`src/rtl/uart_baud_pkg.sv`:
```
package uart_baud_pkg;

   typedef enum logic [0:0] {
      RATE_STD  = 1'b0,
      RATE_FAST = 1'b1
   } rate_mode_e;

   function automatic int unsigned prescale_shift(input int unsigned pre);
      int unsigned s;
      s = 0;
      while ((1 << s) < pre) s++;
      return s;
   endfunction

   function automatic bit is_pow2(input int unsigned v);
      return (v != 0) && ((v & (v - 1)) == 0);
   endfunction

endpackage

```
`src/rtl/baud_div_map.sv`:
```
module baud_div_map
   import uart_baud_pkg::*;
#(
   parameter int unsigned DIV_W    = 16,
   parameter int unsigned PRESCALE = 4,
   parameter int unsigned CNT_W    = DIV_W + prescale_shift(PRESCALE)
) (
   input  logic [DIV_W-1:0] divisor,
   input  logic             hs_en,
   output logic [CNT_W-1:0] eff_count,
   output rate_mode_e       mode
);

   localparam int unsigned PRE_SH = prescale_shift(PRESCALE);

   logic [CNT_W-1:0] std_count;
   logic [CNT_W-1:0] fast_count;

   generate
      if (DIV_W < 2) begin : g_bad_width
         $error("baud_div_map: DIV_W must be at least 2");
      end
      if (CNT_W < DIV_W + PRE_SH) begin : g_bad_cnt
         $error("baud_div_map: CNT_W too narrow for the scaled divisor");
      end

      if (PRESCALE == 1) begin : g_pre_none
         assign std_count = CNT_W'(divisor);
      end else if (is_pow2(PRESCALE)) begin : g_pre_shift
         assign std_count = CNT_W'(divisor) << PRE_SH;
      end else begin : g_pre_mult
         assign std_count = CNT_W'(divisor) * CNT_W'(PRESCALE);
      end
   endgenerate

   assign fast_count = CNT_W'(divisor[DIV_W-2:0]);

   always_comb begin
      if (hs_en && divisor[DIV_W-1]) mode = RATE_FAST;
      else                           mode = RATE_STD;
   end

   always_comb begin
      unique case (mode)
         RATE_FAST: eff_count = fast_count;
         default:   eff_count = std_count;
      endcase
   end

endmodule

```
`src/rtl/baud_restart.sv`:
```
module baud_restart (
   input  logic clk,
   input  logic rst,
   input  logic div_wr,
   input  logic hs_en,
   output logic restart
);

   logic hs_q;

   always_ff @(posedge clk) begin
      hs_q <= hs_en;
   end

   assign restart = !rst && (div_wr || (hs_en != hs_q));

   AST_HS_EDGE_RESTART: assert property (@(posedge clk) disable iff (rst)
      (!$past(rst) && hs_en != $past(hs_en)) |-> restart) else $error("hs change without restart");

   AST_WRITE_RESTART: assert property (@(posedge clk) disable iff (rst)
      div_wr |-> restart) else $error("write without restart");

endmodule

```
`src/rtl/baud_tick_ctr.sv`:
```
module baud_tick_ctr #(
   parameter int unsigned CNT_W = 18
) (
   input  logic             clk,
   input  logic             rst,
   input  logic             restart,
   input  logic [CNT_W-1:0] eff_count,
   output logic             tick
);

   localparam logic [CNT_W-1:0] ONE = CNT_W'(1);

   logic [CNT_W-1:0] cnt;
   logic             at_end;
   logic             idle;

   generate
      if (CNT_W < 2) begin : g_bad_cnt
         $error("baud_tick_ctr: CNT_W must be at least 2");
      end
   endgenerate

   assign idle   = (eff_count == '0);
   assign at_end = (cnt == eff_count - ONE);

   always_ff @(posedge clk) begin
      if (rst || restart || idle) begin
         cnt  <= '0;
         tick <= 1'b0;
      end else if (at_end) begin
         cnt  <= '0;
         tick <= 1'b1;
      end else begin
         cnt  <= cnt + ONE;
         tick <= 1'b0;
      end
   end

   AST_RESTART_CLEARS: assert property (@(posedge clk) disable iff (rst)
      restart |=> (cnt == '0 && !tick)) else $error("restart did not clear");

   AST_ZERO_SILENT: assert property (@(posedge clk) disable iff (rst)
      (eff_count == '0) |=> !tick) else $error("tick with zero count");

   AST_TERMINAL_TICK: assert property (@(posedge clk) disable iff (rst)
      (!restart && eff_count != '0 && cnt == eff_count - ONE) |=> tick) else $error("missed tick");

   AST_CNT_IN_RANGE: assert property (@(posedge clk) disable iff (rst)
      (!$past(rst) && !$past(restart) && eff_count != '0 && $stable(eff_count)) |-> (cnt < eff_count))
      else $error("count out of range");

   AST_RESET_QUIET: assert property (@(posedge clk)
      rst |=> (!tick && cnt == '0)) else $error("reset state wrong");

endmodule

```
`src/rtl/uart_baud_gen.sv`:
```
module uart_baud_gen
   import uart_baud_pkg::*;
#(
   parameter int unsigned DIV_W    = 16,
   parameter int unsigned PRESCALE = 4
) (
   input  logic             clk,
   input  logic             rst,
   input  logic             div_wr,
   input  logic [DIV_W-1:0] divisor,
   input  logic             hs_en,
   output logic             tick
);

   localparam int unsigned CNT_W = DIV_W + prescale_shift(PRESCALE);

   logic [CNT_W-1:0] eff_count;
   rate_mode_e       mode;
   logic             restart;

   generate
      if (PRESCALE < 1) begin : g_bad_pre
         $error("uart_baud_gen: PRESCALE must be at least 1");
      end
   endgenerate

   baud_div_map #(
      .DIV_W    (DIV_W),
      .PRESCALE (PRESCALE),
      .CNT_W    (CNT_W)
   ) u_map (
      .divisor   (divisor),
      .hs_en     (hs_en),
      .eff_count (eff_count),
      .mode      (mode)
   );

   baud_restart u_restart (
      .clk     (clk),
      .rst     (rst),
      .div_wr  (div_wr),
      .hs_en   (hs_en),
      .restart (restart)
   );

   baud_tick_ctr #(
      .CNT_W (CNT_W)
   ) u_ctr (
      .clk       (clk),
      .rst       (rst),
      .restart   (restart),
      .eff_count (eff_count),
      .tick      (tick)
   );

   AST_TICK_SINGLE: assert property (@(posedge clk) disable iff (rst)
      (tick && eff_count > CNT_W'(1) && !restart) |=> !tick) else $error("tick too wide");

   AST_FAST_IGNORES_PRESCALE: assert property (@(posedge clk) disable iff (rst)
      (mode == RATE_FAST && !divisor[DIV_W-1]) |-> 1'b0) else $error("fast mode without top bit");

endmodule

```
`config.mk`:
```
export PLATFORM = sky130hd
export DESIGN_NAME = uart_baud_gen
export DESIGN_NICKNAME = d
export VERILOG_FILES = /design/src/rtl/uart_baud_pkg.sv /design/src/rtl/baud_div_map.sv /design/src/rtl/baud_restart.sv /design/src/rtl/baud_tick_ctr.sv /design/src/rtl/uart_baud_gen.sv
export SDC_FILE = /design/constraint.sdc
export NUM_CORES = 1
export LEC_CHECK = 0
export BUFFER_PORTS_ARGS = -buffer_cell sky130_fd_sc_hd__buf_4
export CORE_ASPECT_RATIO = 1.1
export CORE_MARGIN = 2
export CORE_UTILIZATION = 35
export CTS_CLUSTER_SIZE = 20
export DETAILED_ROUTE_END_ITERATION = 6
export GPL_ROUTABILITY_DRIVEN = 0
export PLACE_DENSITY = 0.64
export SYNTH_ARGS = -nofsm -noshare
export SYNTH_HDL_FRONTEND = slang
export SYNTH_SLANG_ARGS = --single-unit
export TNS_END_PERCENT = 10
```
`constraint.sdc`:
```
create_clock -name clk -period 4.1 [get_ports clk]
set_input_delay 0.615 -clock clk [delete_from_list [all_inputs] [get_ports clk]]
set_output_delay 0.615 -clock clk [all_outputs]
set_load 0.02 [all_outputs]
```
# Yosys cells after proc, flatten, opt, wreduce, memory -nomap -nowiden
# Index checks and enable logic that the tools add are counted.
# word_totals
register_bits,20
in_bits,20
wordCells,18
# classes
n_addsub,2
eq_ne,2
mux,3
reduce_logical,8
# op_table
cell,n
$add A18 B1 Y18 const B,1
$eq A18 B18 Y1,1
$logic_not A18 Y1,1
$mux W18,1
$sub A18 B1 Y18 const B,1
$logic_or A1 B1 Y1,3
$logic_and A1 B1 Y1,2
$mux W1,2
$reduce_or A2 Y1,1
$logic_not A1 Y1,1
$ne A1 B1 Y1,1

# Logic depth before layout (Yosys ltp)
# Gate-level depths: netlist (run 1).
# depth
ltp_word,6
mapped_depth,14
mapped_depth_nobuf,10

# By module
# A second synthesis (run 1) with hierarchy kept.
# hier_totals
cells_unflattened,193
area_unflattened_um2,1637.8
# modules_own_cells
module,n_inst,cells_each,area_each_um2
baud_tick_ctr,1,168,1368.8
baud_div_map,1,21,231.5
baud_restart,1,4,37.5

# Worst setup path before layout (run 1)
# OpenSTA, ideal clock, no wires.
# synth_timing
path_kind,input to register
start,in hs_en
end,reg u_ctr.cnt[17]
setup_ns,0.135
arrival_ns,3.216
required_ns,3.965
setup_slack_ns,0.749
stages,14
path_buffers,4
cell_sequence,clkbuf_1 and2_1 buf_4 buf_2 nand2_1 ha_1 xor2_1 xnor2_1 nand4b_1 a32oi_1 nand4_1 nor4_4 buf_6 nor3_1
# synth_between
elab_chain_cells,6
word_cells_on_any_way,12
cone_classes,add/sub (1); eq/ne (2); mux (2); reduce/logical (7)
# synth_lines
element,line,text
from (decl),uart_baud_gen.sv:11,"input logic hs_en,"
$logic_and A1 B1 Y1 or $ne A1 B1 Y1 (tied branches),"baud_div_map.sv:39, baud_restart.sv:15",
$mux W1 or $logic_or A1 B1 Y1 (tied branches),"baud_div_map.sv:39, baud_restart.sv:15",
$mux W18 or $logic_and A1 B1 Y1 (tied branches),"baud_div_map.sv:44, baud_restart.sv:15",
$sub A18 B1 Y18 (tied with other cells),baud_tick_ctr.sv:24,assign at_end = (cnt == eff_count - ONE);
$eq A18 B18 Y1 or $logic_or A1 B1 Y1 (tied branches),"baud_tick_ctr.sv:24, baud_tick_ctr.sv:27",
$reduce_or A2 Y1 (no line) (*),--,
to (signal assigned),baud_tick_ctr.sv:34,cnt <= cnt + ONE;
to (decl),baud_tick_ctr.sv:13,logic [CNT_W-1:0] cnt;
# Every way passes the cells marked *; elsewhere a longest branch is shown, timed or not.
# A chain may end at the register's enable or synchronous reset.

# Worst setup path in the final report (run 1)
# layout_timing
start,in divisor[15]
end,reg u_ctr.cnt[13]
# layout_between
elab_chain_cells,6
word_cells_on_any_way,8
cone_classes,add/sub (1); eq/ne (1); mux (2); reduce/logical (4)
# layout_lines
element,line,text
from (decl),uart_baud_gen.sv:10,"input logic [DIV_W-1:0] divisor,"
$logic_and A1 B1 Y1,baud_div_map.sv:39,if (hs_en && divisor[DIV_W-1]) mode = RATE_FAST;
$mux W1,baud_div_map.sv:39,
$mux W18 (*),baud_div_map.sv:44,unique case (mode)
$sub A18 B1 Y18 or $logic_not A18 Y1 (tied branches),"baud_tick_ctr.sv:24, baud_tick_ctr.sv:23",
$eq A18 B18 Y1 or $logic_or A1 B1 Y1 (tied branches),"baud_tick_ctr.sv:24, baud_tick_ctr.sv:27",
$reduce_or A2 Y1 (no line) (*),--,
# Marked as above.

==> results of run 1 <==
cell usage after synthesis (2+ instances only):
cell type,count,share of area
a211oi_1,4,0.015
a21boi_0,2,0.0075
a21oi_1,6,0.015
a31oi_1,3,0.0094
a32oi_1,3,0.013
and2_1,2,0.0063
and3_1,5,0.016
and4_1,2,0.0088
buf_2,2,0.0050
buf_4,3,0.011
buf_6,3,0.017
clkbuf_1,9,0.017
dfxtp_1,20,0.20
ha_1,2,0.013
inv_1,2,0.0038
mux2i_1,12,0.060
nand2_1,15,0.028
nand3_1,12,0.030
nand4_1,7,0.022
nor2_1,15,0.028
nor2b_1,2,0.0063
nor3_1,22,0.055
nor3_2,2,0.010
nor4_1,3,0.0094
nor4bb_1,2,0.010
o211ai_1,3,0.011
o21ai_0,8,0.020
or2_2,2,0.0063
or3_1,7,0.022
xnor2_1,21,0.092
xor2_1,19,0.083
power by group through the flow:
| stage | Clock [mW] | Sequential (mW) | Combinational [mW] |
|---|---|---|---|
| floorplan | 0 | 0.201 | 0.0789 |
| global placement | 0 | 0.201 | 0.113 |
| detailed placement | 0 | 0.201 | 0.114 |
| CTS | 0.127 | 0.197 | 0.114 |
| global route | 0.135 | 0.197 | 0.126 |
| finish | 0.123 | 0.197 | 0.115 |
cell families (layout without fill, tap and decap cells):
logic type	count (synthesis)	in the layout	synth area share
AO/OA/AOI/OAI	40	40	0.151
XOR/XNOR	41	41	0.186
adder cells (fa/ha/maj)	2	2	0.0125
buffers and inverters	22	29	0.0600
flip-flops	20	20	0.200
multiplexers	12	12	0.0600
AND/OR/NAND/NOR	112	112	0.330
path summary, 6_finish.rpt:
| kind | endpoint |
|---|---|
| max | u_ctr.cnt[13] |
| max reg2reg | u_ctr.cnt[13] |
| min | u_ctr.cnt[11] |
| min reg2reg | u_ctr.cnt[11] |
routing by layer:
layer / part of all wire / routed length, um / vias to the layer above
met5: 0 / 0 / -
met4: 0.0056 / 27 / 0
met3: 0.045 / 220 / 2
met2: 0.46 / 2210 / 39
met1: 0.49 / 2390 / 856
li1: - / - / 927
layout by cell type (no fill, tap or decap), types with 3 or more instances in the layout:
cell type	synthesis	layout
buf_4	3	23
nor3_1	22	22
xnor2_1	21	21
dfxtp_1	20	20
xor2_1	19	19
nand2_1	15	15
nor2_1	15	15
nand3_1	12	12
mux2i_1	12	12
o21ai_0	8	8
or3_1	7	7
nand4_1	7	7
a21oi_1	6	6
and3_1	5	5
a211oi_1	4	4
nor4_1	3	3
o211ai_1	3	3
a31oi_1	3	3
a32oi_1	3	3
clkbuf_8	0	3
worst register-to-register path: stages, from the launching register on:
cell and delay [ns]:
dfxtp_1 0.45, xor2_1 0.32, xnor2_1 0.16, nand4b_1 0.13, a32oi_1 0.24, nand4_1 0.17, nor4_4 0.23, buf_4 0.27
nor3_1 0.08
metrics by stage:
step | cells | worst slack [ns] | hold slack [ns] | total power, mW
2_1_floorplan | 249 | 0.749 | 0.498 | 0.280
3_3_place_gp | 328 | 0.788 | 0.566 | 0.315
3_5_place_dp | 328 | 0.793 | 0.571 | 0.316
4_1_cts | 331 | 1.04 | 0.580 | 0.439
5_1_grt | 331 | 0.814 | 0.614 | 0.458
6_report | 331 | 1.01 | 0.578 | 0.435
sequential cells by signal (all words and copies together), names as in the netlist:
name	count
u_restart.hs_q	1
u_ctr.cnt	18
u_ctr.tick	1
cell type report:
type / instances / area (um^2) / area share
multi-input cells: 207 / 1480 / 0.673
inverters: 3 / 11.3 / 0.00512
repair buffers: 23 / 173 / 0.0785
well taps: 75 / 93.8 / 0.0427
clock buffers: 3 / 41.3 / 0.0188
flip-flops and latches: 20 / 400 / 0.182
==> metrics.txt, run 1 <==
Starting Density=0.366; Synth Instances=between 200 and 250; Slew @ Worst Pin=~0.42 ns; Clock Root Buffer=clkbuf_8; crit share post-route=0.754; Crit path depth=12; clk sinks=20; Hold WC Path Type=reg2reg; maximum number of pins on one net before global-route repair=21; layout cells sized above 1=0.152; CP Cell Sequence=buf_4 > and2_1 > nand2_1 > ha_1 > nor3b_1 > o211ai_1 > nor2b_1 > and4_1 > o22ai_1 > nor4_4 > buf_4 > nor3_1; reg2reg start=u_ctr.cnt[2]; row cnt=28; die footprint=6340 um^2; fin nets=280; hold-fix buffer count after cts=0; final setup fails=0; switching share of power=0.285; Fillers=slightly below 600; Synth Flop Type=dfxtp_1; sequential element share of the synthesized area=0.200; synthesized area per cell=8.03 um^2; die height=83.3 um; met3 usage=0.0196; Reg clk slew, reported paths=0.06 ns; setup TNS=0 ns; Syn Std Cell Area=2000 um^2; n_diodes=0; worst reg2reg path depth=8; Slew HR=0.720; max-cap viol count=0; post-CTS resize count=0; Worst path top cell family by delay=simple AND/OR/NAND/NOR gates; fraction of registers with async set/reset=0; Hold Startpoint=u_ctr.cnt[11]; via count=1824; Slew Viols, Final=0; Clk Latency, worst-skew pair=0.25 ns; Final Util=0.402; Slowest cell on crit path=and2_1; vias in the first global route=1632; Seq pwr share=0.453; vias per std cell=5.51; initial antenna violation count=0; Syn. warnings=0; Data arrival, critical path=3.23 ns; cts bufs inserted=3; WL per Instance=between 10 and 15 um; distinct cell type count of the synthesized netlist=60; crit end category=register; required time worst endpoint=roughly 4.2 ns; DP Wirelength=3680 um; DRC=0; Post-synth EDFFs=0; Critical Path Most Common Cell=buf_4; Tmin final=~3.1 ns; final hold vios=0; unrepaired setup endpoints after global routing=no; gr busiest metal=met2; met1 Use GR=0.221; Logic pwr share=0.265; total routed wirelength=4850 um; core area=5470 um^2; crit-path max cell delay=0.30 ns; Clock Skews=around 0.0046 ns; outcome=complete, no violations; IR drop worst, VDD=between 0.0001 and 0.00015 V; hold depth=2; gr usage total=0.152; Post-DP Area=2160 um^2; CP Buf/Inv Count=2; ANT nets after route=0; Cell Int Power=311 uW; DR pass1 iterations=4; # IOs=21; Die X=about 76 um; switching power total=124 uW; Leak=approximately 0.76 nW; postcts setup bufs=0; met2 usage=0.239; Final Cell Area=about 2200 um^2; Max FO, Critical Path=20; CP Launch Type=primary input; Clk pwr share=0.282; Layout area overhead=9.94%; PwrDens=between 150 and 200 nW/um^2; synthesized net count=271; Worst setup startpoint=divisor[15]; Max H-tree Level=1; CTS tree=built; grt total ovfl=0; critical path class=in2reg; clock buffer depth=2; register bit count reported by yosys=20; global-route wire length before repair=8070 um; Fmax=323 MHz; reg2reg setup slack=1.93 ns; Port Buffers=20; 1st-iter DRT viols=roughly 150
(Power assumes the default switching activity.)
==> run 2: changes to the inputs <==
- clock period: 4.1 -> 3.1 ns (I/O delays scaled with it)
==> metrics.txt, run 2 (same netlist as run 1, synthesis figures left out) <==
cts bufs inserted=3 (unchanged); commonest non-fill, non-tap cell in the layout=buf_4; worst flop-to-flop path endpoint=u_ctr.tick; reg2reg start=u_ctr.cnt[5]; die footprint=6340 um^2 (unchanged); Reg clk slew, reported paths=0.07 ns (about the same); CP Launch Type=primary input; maximum number of pins on one net before global-route repair=21 (unchanged); vias in the first global route=1809 (+11%); worst reg2reg path depth=6 (-2); Slew Viols, Final=0 (unchanged); max-cap viol count=0 (unchanged); post-layout power=676 uW (+55%); required time worst endpoint=3.24 ns (-1.00 ns); Slew HR=0.707 (-0.0127); most frequent cells in the layout=23 x buf_4, 22 x nor3_1, 21 x xnor2_1; global-route wire length before repair=8660 um (+7.3%); DP Wirelength=3790 um (+3.1%); die height=83.3 um (unchanged); row cnt=28 (unchanged); core area=5470 um^2 (unchanged); Clock Skews=0.0109 ns (+0.00638 ns); Worst setup startpoint=divisor[15]; Max FO, Critical Path=20 (unchanged); Die X=76.1 um (unchanged); Max H-tree Level=1 (unchanged); final setup fails=0 (unchanged); Layout area overhead=13.2%; crit end category=register; fin nets=281 (+0.36%); final hold vios=0 (unchanged); grt total ovfl=0 (unchanged); total routed wirelength=4930 um (+1.8%); Post-DP Area=2190 um^2 (+1.6%); # IOs=21 (unchanged); postcts setup bufs=0 (unchanged); Clock Root Buffer=clkbuf_8; n_diodes=0 (unchanged); Slew @ Worst Pin=0.437 ns (+0.0180 ns); Slowest cell on crit path=nor4_4; biggest regs=u_ctr.cnt x18, u_ctr.tick x1, u_restart.hs_q x1; CP Cell Sequence=buf_4 > and2_4 > nand2_1 > ha_1 > nor3b_2 > o211ai_1 > nor2b_1 > and4_1 > o22ai_1 > nor4_4 > buf_12 > nor3_1; CTS tree=built; critical path endpoint=u_ctr.cnt[13]; outcome=complete, no violations; Fillers=587 (+0.17%); gr usage total=0.163 (+0.0113); layout cells sized above 1=0.171 (+0.0182); Top reg by flops=u_ctr.cnt; Worst path top cell family by delay=simple AND/OR/NAND/NOR gates; clock buffer depth=2 (unchanged); crit-path max cell delay=0.35 ns (+0.05 ns); reg2reg setup slack=1.01 ns (-0.92 ns); CP Buf/Inv Count=2 (unchanged); critical path class=in2reg; DR pass1 iterations=4 (unchanged); WL per Instance=14.8 um (+1.2%); DRC=0 (unchanged); via count=1851 (+1.5%); crit share post-route=0.890; Final Cell Area=2260 um^2 (+3.0%); hold-fix buffer count after cts=0 (unchanged); initial antenna violation count=0 (unchanged); Crit path depth=12 (unchanged); 1st-iter DRT viols=132 (-9.6%); IR drop worst, VDD=0.000140 V (-5.8%); clk sinks=20 (unchanged); Clk Latency, worst-skew pair=0.26 ns (about the same); Hold WC Path Type=in2reg; Fmax=362 MHz; ANT nets after route=0 (unchanged); Hold WS=0.391 ns (-0.187 ns); Leak=0.787 nW (+3.5%); Starting Density=0.366 (unchanged); post-CTS resize count=0 (unchanged); Final Util=0.414 (+0.0119); PwrDens=299 nW/um^2 (+51%); Tmin final=2.76 ns; Port Buffers=20 (unchanged); setup TNS=0 ns (unchanged); vias per std cell=5.56 (+0.87%); Data arrival, critical path=2.90 ns (-0.33 ns); Largest register FFs=18 (unchanged); unrepaired setup endpoints after global routing=no
## run 2: layout make-up
| class | instances | area (um^2) | share of cell area |
|---|---|---|---|
| Inverter | 3 | 11.3 | 0.00497 |
| Tap cell | 75 | 93.8 | 0.0414 |
| Sequential cell | 20 | 400 | 0.177 |
| Clock inverter | 1 | 30.0 | 0.0133 |
| Multi-Input combinational cell | 207 | 1500 | 0.660 |
| Clock buffer | 3 | 41.3 | 0.0182 |
| Timing Repair Buffer | 24 | 193 | 0.0851 |
## run 2: how the worst min path moves through the flow
stage	from	endpoint	slack (ns)	depth (start not counted)
global route	hs_en	u_restart.hs_q	0.38	1
finish	hs_en	u_restart.hs_q	0.39	1
floorplan	hs_en	u_restart.hs_q	0.49	0
CTS	hs_en	u_restart.hs_q	0.38	1
global placement	u_ctr.cnt[0]	u_ctr.cnt[0]	0.56	1
detailed placement	u_ctr.cnt[0]	u_ctr.cnt[0]	0.57	1
## run 2: routing by layer
layer / vias up / GRT usage / part of all wire
met3: 11 / 0.0217 / 0.057
met4: 0 / 0.0711 / 0.026
met2: 49 / 0.256 / 0.45
li1: 926 / - / -
met5: - / 0 / 0
met1: 865 / 0.223 / 0.47
## run 2: where the power goes
part           switching (mW)  internal, mW  leakage (nW)
clock network          0.0868         0.172        0.0357
logic                  0.0882        0.0684         0.589
registers             0.00201         0.258         0.162
total                   0.177         0.499         0.787
## run 2: stage by stage
step | setup WS, ns | cells
3_5_place_dp | 0.114 | 329
6_report | 0.340 | 333
3_3_place_gp | 0.133 | 329
4_1_cts | 0.378 | 333
5_1_grt | 0.143 | 333
2_1_floorplan | 0.0337 | 249
==> run 3: changes to the inputs <==
- MAX_ROUTING_LAYER: default -> met4
==> metrics.txt, run 3 (same netlist as run 1, synthesis figures left out) <==
Top reg by flops=u_ctr.cnt; Largest register FFs=18 (unchanged); vias in the first global route=1815 (+0.33%); biggest regs=u_ctr.cnt x18, u_ctr.tick x1, u_restart.hs_q x1; reg2reg start=u_ctr.cnt[5]; Hold Startpoint=hs_en; hold depth=1 (unchanged); Final Cell Area=2260 um^2 (unchanged); Slew Viols, Final=0 (unchanged); reg2reg setup slack=0.99 ns (-0.02 ns); Clk pwr share=0.384 (about the same); Data arrival, critical path=2.90 ns (about the same); Clk Latency, worst-skew pair=0.26 ns (about the same); outcome=complete, no violations; Cell Int Power=499 uW (about the same); final setup margin=0.341 ns (+0.000491 ns); Max FO, Critical Path=20 (unchanged); crit share post-route=0.890 (about the same); unrepaired setup endpoints after global routing=no; gr usage total=0.167 (+0.00434); switching power total=177 uW (+0.23%); Die X=76.1 um (unchanged); via count=1875 (+1.3%); maximum number of pins on one net before global-route repair=21 (unchanged); clock buffer depth=2 (unchanged); 1st-iter DRT viols=133 (+0.76%); Leak=0.787 nW (unchanged); most frequent cells in the layout=23 x buf_4, 22 x nor3_1, 21 x xnor2_1; DP Wirelength=3790 um (unchanged); Reg clk slew, reported paths=0.07 ns (about the same); hold-fix buffer count after cts=0 (unchanged); Logic pwr share=0.232 (about the same); DRC=0 (unchanged); Layout area overhead=13.2% (unchanged); fin nets=281 (unchanged); DR pass1 iterations=4 (unchanged); die footprint=6340 um^2 (unchanged); vias per std cell=5.63 (+1.3%); worst reg2reg path depth=6 (unchanged); Slowest cell on crit path=nor4_4; Clock Skews=0.0111 ns (+0.000194 ns); Starting Density=0.366 (unchanged); Fillers=587 (unchanged); core area=5470 um^2 (unchanged); Hold WC Path Type=in2reg; postcts setup bufs=0 (unchanged); PwrDens=299 nW/um^2 (about the same); Fmax=362 MHz (about the same); ANT nets after route=0 (unchanged); CTS tree=built; grt total ovfl=0 (unchanged); commonest non-fill, non-tap cell in the layout=buf_4; crit-path max cell delay=0.35 ns (about the same); setup TNS=0 ns (unchanged); CP Launch Type=primary input; worst flop-to-flop path endpoint=u_ctr.tick; layout cells sized above 1=0.171 (unchanged); post-CTS resize count=0 (unchanged); # IOs=21 (unchanged); Hold EP=u_restart.hs_q; final setup fails=0 (unchanged); total routed wirelength=4940 um (+0.16%); clk sinks=20 (unchanged); switching share of power=0.262 (+0.000448); Hold WS=0.392 ns (+0.000388 ns); critical path class=in2reg; Seq pwr share=0.385 (about the same); n_diodes=0 (unchanged); global-route wire length before repair=8650 um (-0.16%); required time worst endpoint=3.24 ns (about the same); crit end category=register; Slew HR=0.707 (about the same); Port Buffers=20 (unchanged); pre-CTS setup slack=0.114 ns (unchanged); Final Util=0.414 (unchanged); die height=83.3 um (unchanged); row cnt=28 (unchanged); final hold vios=0 (unchanged); Clock Root Buffer=clkbuf_8; max-cap viol count=0 (unchanged); CP Cell Sequence=buf_4 > and2_4 > nand2_1 > ha_1 > nor3b_2 > o211ai_1 > nor2b_1 > and4_1 > o22ai_1 > nor4_4 > buf_12 > nor3_1; Tmin final=2.76 ns (-0.000491 ns); cts bufs inserted=3 (unchanged); Slew @ Worst Pin=0.437 ns (+0.000424 ns); WL per Instance=14.8 um (+0.16%); Post-DP Area=2190 um^2 (unchanged); IR drop worst, VDD=0.000140 V (+0.31%); initial antenna violation count=0 (unchanged); Max H-tree Level=1 (unchanged)
run 3: cell counts in the layout (fill, tap and decap cells not counted):
Identical to the previous run, type by type.
run 3: area by class of cell:
cell class                      count  area [um^2]  area share
Clock buffer                        3         41.3      0.0182
Timing Repair Buffer               24          193      0.0851
Tap cell                           75         93.8      0.0414
Clock inverter                      1         30.0      0.0133
Multi-Input combinational cell    207         1500       0.660
Sequential cell                    20          400       0.177
Inverter                            3         11.3     0.00497
run 3: how the worst max path moves through the flow:
stage	from	endpoint	slack, ns	cells past startpoint
after floorplan	hs_en	u_ctr.cnt[17]	0.03	14
after detailed placement	divisor[15]	u_ctr.cnt[5]	0.11	12
after CTS	divisor[15]	u_ctr.cnt[13]	0.38	12
final	divisor[15]	u_ctr.cnt[13]	0.34	12
after global placement	divisor[15]	u_ctr.cnt[16]	0.13	12
after global routing	divisor[15]	u_ctr.cnt[16]	0.14	12
run 3: per-layer routing:
layer | share of wire | GRT usage | vias to the layer above
li1 | - | - | 935
met1 | 0.47 | 0.222 | 868
met2 | 0.45 | 0.256 | 59
met3 | 0.055 | 0.0217 | 13
met4 | 0.028 | 0.0711 | 0
met5 | 0 | - | -
run 3: stage by stage:
stage | power [mW] | cells
after detailed placement | 0.421 | 329
after global placement | 0.420 | 329
after global routing | 0.711 | 333
after CTS | 0.680 | 333
after floorplan | 0.372 | 249
final | 0.677 | 333
run 3: worst max-delay path, delay by kind of cell:
kind                     cells  cell delay, ns
AO/OA/AOI/OAI                2            0.37
adder cells (fa/ha/maj)      1            0.22
buffers and inverters        2            0.36
AND/OR/NAND/NOR              7            1.49
run 3: power groups by stage:
stage | clock, mW | combinational (mW) | sequential [mW]
floorplan | 0 | 0.106 | 0.266
global placement | 0 | 0.154 | 0.266
detailed placement | 0 | 0.154 | 0.266
CTS | 0.265 | 0.155 | 0.260
global route | 0.279 | 0.172 | 0.260
finish | 0.260 | 0.157 | 0.260
